==> src/rtl/osc_meas_pkg.sv <==
package osc_meas_pkg;
  localparam logic [1:0] ADDR_WIN    = 2'd0;
  localparam logic [1:0] ADDR_COUNT  = 2'd1;
  localparam logic [1:0] ADDR_STATUS = 2'd2;

  typedef struct packed {
    logic clearMeas;   // new window written: restart measurement
    logic countPulse;  // qualified oscillator rising edge
  } measStrobes_t;
endpackage

==> src/rtl/osc_meas_ctrl.sv <==
module osc_meas_ctrl
  import osc_meas_pkg::*;
#(
  parameter int WIN_W       = 18,
  parameter int SYNC_STAGES = 2,
  parameter int DATA_W      = 32
) (
  input  logic              clk,
  input  logic              rstN,
  input  logic              oscIn,
  input  logic              regWrEn,
  input  logic [1:0]        regAddr,
  input  logic [DATA_W-1:0] regWrData,
  output logic [WIN_W-1:0]  winLeft,
  output measStrobes_t      strobes
);
  localparam int SYNC_MSB = SYNC_STAGES - 1;

  logic [SYNC_MSB:0] syncQ;
  logic              oscPrev;
  logic              oscRise;
  logic              loadHit;
  logic              winOpen;

  always_ff @(posedge clk or negedge rstN) begin
    if (!rstN) begin
      syncQ   <= '0;
      oscPrev <= 1'b0;
    end else begin
      syncQ   <= {syncQ[SYNC_MSB-1:0], oscIn};
      oscPrev <= syncQ[SYNC_MSB];
    end
  end

  assign oscRise = syncQ[SYNC_MSB] & ~oscPrev;
  assign loadHit = regWrEn && (regAddr == ADDR_WIN);
  assign winOpen = (winLeft != '0);

  always_ff @(posedge clk or negedge rstN) begin
    if (!rstN) begin
      winLeft <= '0;
    end else if (loadHit) begin
      winLeft <= regWrData[WIN_W-1:0];
    end else if (winOpen) begin
      winLeft <= winLeft - 1'b1;
    end
  end

  always_comb begin
    strobes.clearMeas  = loadHit;
    strobes.countPulse = oscRise && winOpen && !loadHit;
  end


  win_load_chk: assert property (@(posedge clk) disable iff (!rstN)
    loadHit |=> winLeft == $past(regWrData[WIN_W-1:0]));


  win_dec_chk: assert property (@(posedge clk) disable iff (!rstN)
    (!loadHit && winLeft != '0) |=> winLeft == $past(winLeft) - 1'b1);


  win_hold_chk: assert property (@(posedge clk) disable iff (!rstN)
    (!loadHit && winLeft == '0) |=> winLeft == '0);
endmodule

==> src/rtl/osc_meas_dp.sv <==
module osc_meas_dp
  import osc_meas_pkg::*;
#(
  parameter int CNT_W         = 20,
  parameter int TOGGLE_THRESH = 1024
) (
  input  logic             clk,
  input  logic             rstN,
  input  measStrobes_t     strobes,
  output logic [CNT_W-1:0] pulseCnt,
  output logic             threshHit
);
  localparam logic [CNT_W-1:0] CNT_MAX = '1;
  localparam logic [CNT_W-1:0] THR_M1  = CNT_W'(TOGGLE_THRESH - 1);

  logic cntFull;
  assign cntFull = (pulseCnt == CNT_MAX);

  always_ff @(posedge clk or negedge rstN) begin
    if (!rstN) begin
      pulseCnt  <= '0;
      threshHit <= 1'b0;
    end else if (strobes.clearMeas) begin
      pulseCnt  <= '0;
      threshHit <= 1'b0;
    end else if (strobes.countPulse) begin
      if (!cntFull) pulseCnt <= pulseCnt + 1'b1;
      if (pulseCnt == THR_M1) threshHit <= 1'b1;
    end
  end


  cnt_sat_chk: assert property (@(posedge clk) disable iff (!rstN)
    (!strobes.clearMeas && pulseCnt == CNT_MAX) |=> pulseCnt == CNT_MAX);


  clear_meas_chk: assert property (@(posedge clk) disable iff (!rstN)
    strobes.clearMeas |=> (pulseCnt == '0 && !threshHit));


  flag_sticky_chk: assert property (@(posedge clk) disable iff (!rstN)
    (threshHit && !strobes.clearMeas) |=> threshHit);


  cnt_idle_chk: assert property (@(posedge clk) disable iff (!rstN)
    (!strobes.countPulse && !strobes.clearMeas) |=> $stable(pulseCnt));
endmodule

==> src/rtl/osc_meas.sv <==
module osc_meas
  import osc_meas_pkg::*;
#(
  parameter int WIN_W         = 18,
  parameter int CNT_W         = 20,
  parameter int TOGGLE_THRESH = 1024,
  parameter int SYNC_STAGES   = 2,
  parameter int DATA_W        = 32
) (
  input  logic              clk,
  input  logic              rstN,
  input  logic              oscIn,
  input  logic              regWrEn,
  input  logic [1:0]        regAddr,
  input  logic [DATA_W-1:0] regWrData,
  output logic [DATA_W-1:0] regRdData
);
  measStrobes_t     strobes;
  logic [WIN_W-1:0] winLeft;
  logic [CNT_W-1:0] pulseCnt;
  logic             threshHit;

  osc_meas_ctrl #(
    .WIN_W(WIN_W), .SYNC_STAGES(SYNC_STAGES), .DATA_W(DATA_W)
  ) u_ctrl (
    .clk(clk), .rstN(rstN), .oscIn(oscIn), .regWrEn(regWrEn),
    .regAddr(regAddr), .regWrData(regWrData),
    .winLeft(winLeft), .strobes(strobes)
  );

  osc_meas_dp #(
    .CNT_W(CNT_W), .TOGGLE_THRESH(TOGGLE_THRESH)
  ) u_dp (
    .clk(clk), .rstN(rstN), .strobes(strobes),
    .pulseCnt(pulseCnt), .threshHit(threshHit)
  );

  always_comb begin
    unique case (regAddr)
      ADDR_WIN:    regRdData = {{(DATA_W-WIN_W){1'b0}}, winLeft};
      ADDR_COUNT:  regRdData = {{(DATA_W-CNT_W){1'b0}}, pulseCnt};
      ADDR_STATUS: regRdData = {{(DATA_W-1){1'b0}}, threshHit};
      default:     regRdData = '0;
    endcase
  end


  rst_state_chk: assert property (@(posedge clk)
    $rose(rstN) |-> (winLeft == '0 && pulseCnt == '0 && !threshHit));
endmodule

==> config.mk <==
export PLATFORM = sky130hd
export DESIGN_NAME = osc_meas
export DESIGN_NICKNAME = d
export VERILOG_FILES = /design/src/rtl/osc_meas_pkg.sv /design/src/rtl/osc_meas_ctrl.sv /design/src/rtl/osc_meas_dp.sv /design/src/rtl/osc_meas.sv
export SDC_FILE = /design/constraint.sdc
export NUM_CORES = 1
export LEC_CHECK = 0
export ABC_AREA = 1
export BUFFER_PORTS_ARGS = -buffer_cell sky130_fd_sc_hd__buf_2
export CORE_AREA = 10 10 79 95
export DETAILED_ROUTE_END_ITERATION = 16
export DIE_AREA = 0 0 89 105
export PLACE_DENSITY = 0.79
export SLEW_MARGIN = 20
export SYNTH_ARGS = -nofsm -noshare
export SYNTH_HDL_FRONTEND = slang
export SYNTH_SLANG_ARGS = --single-unit
==> constraint.sdc <==
create_clock -name clk -period 1.9 [get_ports clk]
set_input_delay 0 -clock clk [delete_from_list [all_inputs] [get_ports clk]]
set_output_delay 0 -clock clk [all_outputs]
set_load 0.05 [all_outputs]
; Word-level counts from Yosys, hierarchy flattened
; Index checks and enable logic that the tools add are counted.
; Widths: inputs -> output; s select.
[totals]
out_inout_bits = 32
ff_bits = 42
wordCells = 34
[op_classes]
eq_ne = 5
bitwise = 2
addsub = 2
n_reduce_logical = 11
mux = 9
[op_table]
columns = op, n
row1 = $mux 20, 3
row2 = $pmux 20 s3, 1
row3 = $mux 18, 2
row4 = $add 20x1->20 const B, 1
row5 = $eq 20x10->1 const B, 1
row6 = $eq 20x20->1 const B, 1
row7 = $reduce_bool 18->1, 1
row8 = $sub 18x1->18 const B, 1
row9 = $reduce_bool 2->1, 3
row10 = $reduce_and 2->1, 2
row11 = $logic_and 1x1->1, 3
row12 = $mux 1, 3
row13 = $eq 2x1->1 const B, 1
row14 = $eq 2x2->1 const B, 1
row15 = $logic_not 2->1, 1
row16 = $ne 2x2->1 const B, 1
row17 = $and 1x1->1, 1
row18 = $logic_not 1->1, 1
row19 = $not 1->1, 1

; Longest topological paths before layout
; Gate-level depths: netlist (run 1).
[depth]
depth_word = 6
mapped_depth = 10
depth_no_buf = 10

; Cells and area by module
; A second synthesis (run 1) with hierarchy kept.
[hier_totals]
cells_unflattened = 463
area_unflattened_um2 = 3164.3
[modules_own_cells]
columns = module, cells_each, area_per_inst_um2, seq_area_each_um2, instances
row1 = osc_meas_dp, 193, 1427.6, 525.5, 1
row2 = osc_meas_ctrl, 190, 1336.3, 525.5, 1
row3 = osc_meas, 80, 400.4, 0.0, 1

; Worst setup path after synthesis (run 1)
; OpenSTA, ideal clock, no wires.
[synth_path]
path_type = register -> register
startpoint = register u_ctrl.winLeft[0]
endpoint = register u_ctrl.winLeft[1]
path_stages_with_launch = 9
setup_slack_ps = 351
setup_time_ps = 130
n_path_buf = 1
period_less_slack_ps = 1549
t_arrival_ps = 1419
cell_sequence = dfrtp_1 -> inv_1 -> ha_1 -> nand2_1 -> nor2_4 -> nand4_4 -> buf_2 -> o211ai_1 -> o21ai_0
[synth_between]
elab_chain_cells = 3
[synth_lines]
columns = element, line_no
row1 = from (decl), osc_meas_ctrl.sv:14  ; output logic [WIN_W-1:0] winLeft,
row2 = from (signal assigned), osc_meas_ctrl.sv:43  ; winLeft <= regWrData[WIN_W-1:0];
row3 = from (signal assigned), osc_meas_ctrl.sv:45  ; winLeft <= winLeft - 1'b1;
row4 = $sub 18x1->18, osc_meas_ctrl.sv:45
row5 = $mux 18, osc_meas_ctrl.sv:44  ; end else if (winOpen) begin
row6 = $mux 18, osc_meas_ctrl.sv:42  ; end else if (loadHit) begin
; Several ways; a longest one is shown, not always the timed one. The select of a mux whose other input is x is not followed.
; A chain may end at the register's enable or synchronous reset.

; Worst setup path after layout (run 1)
[layout_path]
startpoint = register u_dp.pulseCnt[1]
endpoint = register u_dp.pulseCnt[19]
[layout_between]
elab_chain_cells = 4
[layout_lines]
columns = element, line_no
row1 = from (decl), osc_meas_dp.sv:10  ; output logic [CNT_W-1:0] pulseCnt,
row2 = from (signal assigned), osc_meas_dp.sv:27  ; if (!cntFull) pulseCnt <= pulseCnt + 1'b1;
row3 = $add 20x1->20, osc_meas_dp.sv:27
row4 = $mux 20, osc_meas_dp.sv:27
row5 = $mux 20, osc_meas_dp.sv:26  ; end else if (strobes.countPulse) begin
row6 = $mux 20, osc_meas_dp.sv:23  ; end else if (strobes.clearMeas) begin
; Several ways; a longest one is shown, not always the timed one. The select of a mux whose other input is x is not followed.

==> results of run 1 <==
cell usage after synthesis (all sizes together):
| library cell | number | area share, % |
|---|---|---|
| ha | 2 | 0.83 |
| nand4 | 4 | 1.3 |
| o22ai | 5 | 1.0 |
| inv | 42 | 5.2 |
| xnor2 | 1 | 0.29 |
| dfrtp | 42 | 35 |
| o221ai | 1 | 0.29 |
| nand3 | 42 | 7.7 |
| nor3 | 5 | 0.83 |
| clkbuf | 4 | 0.50 |
| nand2 | 118 | 15 |
| o211ai | 4 | 1.0 |
| buf | 22 | 6.1 |
| a21oi | 12 | 2.0 |
| o21ai | 39 | 7.7 |
| o31ai | 1 | 0.25 |
| nor2 | 66 | 9.1 |
| conb | 1 | 0.12 |
| xor2 | 19 | 5.5 |
worst max-delay path: stages, from the launching register on:
cell and delay (ns):
dfrtp_1 0.44, ha_1 0.24, nand3_2 0.11, inv_2 0.10, nand2_4 0.07, nor2_4 0.13, nand3_2 0.09, nand3_4 0.12
buf_4 0.21, nand2_1 0.08, o21ai_2 0.06
layer usage:
metal,vias up,part of all wire (%),track usage (%)
met4,0,2.5,7.63
met3,20,6.0,3.81
met2,124,53,33.6
met5,-,0,0
met1,1392,38,20.8
li1,1479,-,-
area by class of cell:
class,count,area (sq um)
multi-input cells,331,1650
clock buffers,5,68.8
clock inverters,2,10.0
flip-flops and latches,42,1050
well taps,64,80.1
inverters,42,158
fillers,483,2100
repair buffers,71,473
power by group:
group | internal [uW] | switching [uW]
logic | 401 | 827
clock network | 247 | 307
registers | 1090 | 245
cell families after synthesis:
kind of cell	after synthesis
buf+inv	68
xor+xnor	20
simple gates	235
flops	42
fa+ha+maj	2
other cells	1
compound gates	62
how the worst min path moves through the flow:
stage                       start            endpoint  slack (ns)  cells past startpoint
floorplan                    rstN      u_ctrl.oscPrev       -0.30                      0
global placement             rstN    u_dp.pulseCnt[1]        -0.1                      1
detailed placement           rstN    u_dp.pulseCnt[3]       -0.09                      1
finish              regWrData[16]  u_ctrl.winLeft[16]       0.005                      3
global route        regWrData[14]  u_ctrl.winLeft[14]        0.05                      3
CTS                 regWrData[16]  u_ctrl.winLeft[16]       0.001                      3
sequential cells by signal (all words and copies together) (netlist names):
signal	count
u_ctrl.oscPrev	1
u_ctrl.syncQ	2
u_ctrl.winLeft	18
u_dp.pulseCnt	20
u_dp.threshHit	1
per-stage QoR:
stage | cell area (sq um) | util (%) | power (uW) | hold slack (ns) | std cells
2_1_floorplan | 3060 | - | 2230 | -0.296 | 441
3_3_place_gp | 3270 | 58.5 | 2490 | -0.0987 | 536
3_5_place_dp | 3270 | 58.5 | 2530 | -0.0904 | 536
4_1_cts | 3480 | 62.2 | 3110 | 0.00126 | 556
5_1_grt | 3490 | 62.4 | 3340 | 0.0483 | 557
6_report | 3490 | 62.4 | 3110 | 0.00493 | 557
timing repair:
item | in CTS | in global routing
hold buffers | 13 | 1
endpoints found under the setup margin | 0 | 2
gates resized for setup | 0 | 0
hold endpoints to repair | 54 | 1
==> qor.txt, run 1 <==
Final setup violation count - 0
Fmax - 0.580 GHz
CP endpoint - u_dp.pulseCnt[19]
Post-synthesis register bit count - 42
Cells after synthesis - 430
Worst reg2reg endpoint - u_dp.pulseCnt[19]
Final period util - 90.7%
Clock Sink Count - 42
Chip width - 89 microns
Vias in the first global route - 3,135
# IOs - 70
Status - complete, no violations
Combinational family with the most area after synthesis - simple AND/OR/NAND/NOR gates
Count of input and output buffers - 43
Commonest non-fill, non-tap cell in the layout - nand2_1
Syn-to-layout area delta - 15.8%
CTS buffer count - 5
P per Cell Area - 892 nW/um^2
Slew Viols, Final - 0
Synth Area in Compound Gates - 12.3%
Worst Skew - 0.00860 ns
Max_cap viols - 0
Post-synthesis mux area share - 0%
Core Footprint - 5590 sq um
Drt drc - 0
GPL Wtd Cong - 1.00
Startpoint types - flip-flop
Crit. End Element - flip-flop
Most frequent cells in the layout - 113 x nand2_1, 61 x nor2_1, 43 x buf_2
Dpl hpwl - 6.37 mm
Setup TNS - 0 ns
Detailed Routing Iterations Pass 1 - 5
Synth Area in XOR/XNOR - 5.81%
Static leakage - 0.00170 uW
Avg WL per Cell - 15.0 microns
Adder-Cell Fraction of Synth Area - 0.830%
R2R depth - 10
GRT Residual Overflow - 0
First-pass GRT wire length - 14.4 mm
FF-to-FF Start - u_dp.pulseCnt[1]
Setup WS post-layout - 0.177 ns
Longest Clk Path Bufs - 2
Tmin final - 1.72 ns
Clock Latency Late Sink - 0.30 ns
Placement Setup Slack - 0.180 ns
Crit path launch - u_dp.pulseCnt[1]
Critical Path RT - 2.13 ns
Register area share after synthesis - 34.9%
DR vias/cell - 5.41
Largest net degree at the start of global routing - 28
RSZ-0062 raised after global routing - false
Hold Violations, Final - 0
Setup Buffers After CTS - 0
Worst Path Max Fanout - 10
DR iter-0 viols - 206
Critical path class - flip-flop to flip-flop
Post-synthesis cell area - 3010 sq um
H-tree levels - 2
GRT Total Usage - 18.9%
Layout cells sized above 1 - 18.3%
Antenna Cells - 0
Synth cell types - 31
Post-DRT Antenna Nets - 0
R2r setup slk - 0.18 ns
Die span in y - 105 microns
CTS tree - yes
Starting Density - 53.9%
Syn avg cell area - 7.01 sq um
Clock edge transition at the registers on the reported setup and hold paths - 0.08 ns
Number of antenna violations at the first check in global routing - 0
Rows - 30
Peak VDD IR - 0.728 mV
Synth warn - 0
Path type of the worst min-delay path - input port to flip-flop
CTS root buffer - clkbuf_8
Data arrival, critical path - 1.96 ns
Post-synthesis simple-gate area fraction - 34.3%
Final Net Count - 533
WL final - 8.38 mm
Total die area - 9350 sq um
DR vias - 3,015
No activity file was read; power rests on OpenSTA's default activity.
==> run 2: changes to the inputs <==
--- a/config.mk
+++ b/config.mk
@@ -7,9 +7,10 @@
 export LEC_CHECK = 0
 export ABC_AREA = 1
 export BUFFER_PORTS_ARGS = -buffer_cell sky130_fd_sc_hd__buf_2
-export CORE_AREA = 10 10 79 95
+export CORE_AREA = 10 10 78 96
 export DETAILED_ROUTE_END_ITERATION = 16
-export DIE_AREA = 0 0 89 105
+export DIE_AREA = 0 0 88 106
+export MAX_ROUTING_LAYER = met4
 export PLACE_DENSITY = 0.79
 export SLEW_MARGIN = 20
 export SYNTH_ARGS = -nofsm -noshare
==> run 2 against run 1 <==
  * The flow now finishes with violations (hold timing)
  * Power up 1.6%
  * Clock skew down 0.0015 ns
  * Core utilization down 0.66 points
  * Highest routed layer unchanged
  * Largest power group unchanged
  * Clock power up 9.6%
  * Register-to-register slack about the same
  * Global-route usage down 0.13 points
  * Die area down 0.18%
  * Wire length down 0.97%
  * First-iteration DRC count up 13%
  * Hold slack worse by 0.016 ns
  * Flip-flop and latch count unchanged
  * Worst setup slack worse by 0.014 ns
  * Critical path type unchanged
==> qor.txt, run 2 (synthesis results as in run 1) <==
Final Net Count - 533
Rows - 31
Cell family with most CP delay - simple AND/OR/NAND/NOR gates
Total die area - 9330 sq um
Design area - 3520 sq um
Largest net degree at the start of global routing - 37
RSZ-0062 raised after global routing - false
Total Power - 3160 uW
Setup TNS - 0 ns
Clock Latency Late Sink - 0.29 ns
Filler instances - 523
Post-placement cell area - 3290 sq um
P per Cell Area - 899 nW/um^2
CTS root buffer - clkbuf_8
Non-filler cells, final - 560
GRT Total Usage - 18.7%
Peak VDD IR - 0.594 mV
DR vias - 2,935
Static leakage - 0.00171 uW
Cells after DPL - 538
WL final - 8.30 mm
Post-DRT Antenna Nets - 0
DR vias/cell - 5.24
Max_cap viols - 0
Count of input and output buffers - 43
# IOs - 70
Startpoint types - flip-flop
Placement Setup Slack - 0.171 ns
Dpl hpwl - 6.37 mm
Violated checks - hold timing
Hold slack - -0.0111 ns
Fmax - 0.576 GHz
CTS buffer count - 5
Commonest non-fill, non-tap cell in the layout - nand2_1
Avg WL per Cell - 14.8 microns
Largest register FFs - 20
GRT Residual Overflow - 0
Crit. End Element - flip-flop
Detailed Routing Iterations Pass 1 - 5
Antenna Cells - 0
Status - finished with violations
CTS tree - yes
Tmin final - 1.74 ns
Critical Path RT - 2.12 ns
Worst Skew - 0.00711 ns
Number of antenna violations at the first check in global routing - 0
Final setup violation count - 0
Top Registers - u_dp.pulseCnt: 20 flops, u_ctrl.winLeft: 18 flops, u_ctrl.syncQ: 2 flops
H-tree levels - 2
Starting Density - 52.9%
First-pass GRT wire length - 14.1 mm
Core Footprint - 5700 sq um
Hold Violations, Final - 1
Final period util - 91.4%
Drt drc - 0
Vias in the first global route - 3,078
Longest Clk Path Bufs - 2
Clock edge transition at the registers on the reported setup and hold paths - 0.08 ns
Layout cells sized above 1 - 18.4%
Critical path class - flip-flop to flip-flop
Data arrival, critical path - 1.96 ns
Worst Path Max Fanout - 11
Slowest Stage Delay on Critical Path - 0.38 ns
Slew Viols, Final - 0
Crit-path cells - inv_1 -> ha_2 -> nand2_1 -> nor2_4 -> nand4_4 -> nand3_4 -> buf_4 -> nand2_1 -> o21ai_2
Clock Sink Count - 42
Largest Register - u_dp.pulseCnt
WP buf/inv - 2
Setup WS post-layout - 0.163 ns
Die span in y - 106 microns
Syn-to-layout area delta - 16.8%
Slowest-stage cell, CP - dfrtp_1
GPL Wtd Cong - 0.981
CP most frequent cell - nand2_1
Chip width - 88 microns
R2r setup slk - 0.16 ns
Most frequent cells in the layout - 113 x nand2_1, 61 x nor2_1, 43 x buf_2
DR iter-0 viols - 232
Path type of the worst min-delay path - input port to flip-flop
[run 2: cell count changes in the layout (fill, tap and decap cells not counted), sizes merged]
cell	change
clkbuf	+2
clkinv	-1
[run 2: worst register-to-register path, cell delays in order, from the launching register on]
cell and delay, ns:
dfrtp_1 0.38, inv_1 0.14, ha_2 0.22, nand2_1 0.13, nor2_4 0.18, nand4_4 0.13, nand3_4 0.12, buf_4 0.22
nand2_1 0.10, o21ai_2 0.06
[run 2: final timing paths]
| kind | from | end | depth (start not counted) |
|---|---|---|---|
| worst max register to register | u_ctrl.winLeft[0] | u_dp.pulseCnt[19] | 9 |
| min in group asynchronous | rstN | u_ctrl.winLeft[17] | 2 |
| worst max-delay path | u_ctrl.winLeft[0] | u_dp.pulseCnt[19] | 9 |
| max in group asynchronous | rstN | u_ctrl.winLeft[1] | 3 |
| worst min-delay path | regWrData[10] | u_ctrl.winLeft[10] | 3 |
| worst min register to register | u_ctrl.syncQ[0] | u_ctrl.syncQ[1] | 0 |
[run 2: cell type report]
type / instances / area, sq um / share of cell area, %
clock inverter: 1 / 5.00 / 0.142
tap: 66 / 82.6 / 2.35
sequential: 42 / 1050 / 29.9
clock buffer: 7 / 86.3 / 2.45
inverter: 42 / 158 / 4.48
timing repair buffer: 71 / 485 / 13.8
multi-input combinational: 331 / 1650 / 46.9
[run 2: metal layers]
metal  wire (microns)  global-route usage [%]
met2             4350                    33.3
met4              186                    5.71
met1             3340                    20.8
met5                0                       -
met3              418                    2.60
[run 2: per-stage QoR]
step	utilization (%)	hold slack (ns)
4_1_cts	61.7	0.000269
3_5_place_dp	57.6	-0.0752
3_3_place_gp	57.6	-0.0792
5_1_grt	61.7	0.0194
2_1_floorplan	-	-0.296
6_report	61.7	-0.0111
[run 2: what timing repair did]
item,CTS,global route
hold endpoints to repair,26,0
setup endpoints to repair,0,1
hold buffers,14,0
setup buffers,0,0
resized for setup,0,1
[run 2: where the power goes]
part / internal, uW / leakage (uW) / switching, uW
Clock: 294 / 0.0000482 / 313
Combinational: 401 / 0.00114 / 825
Sequential: 1090 / 0.000519 / 244
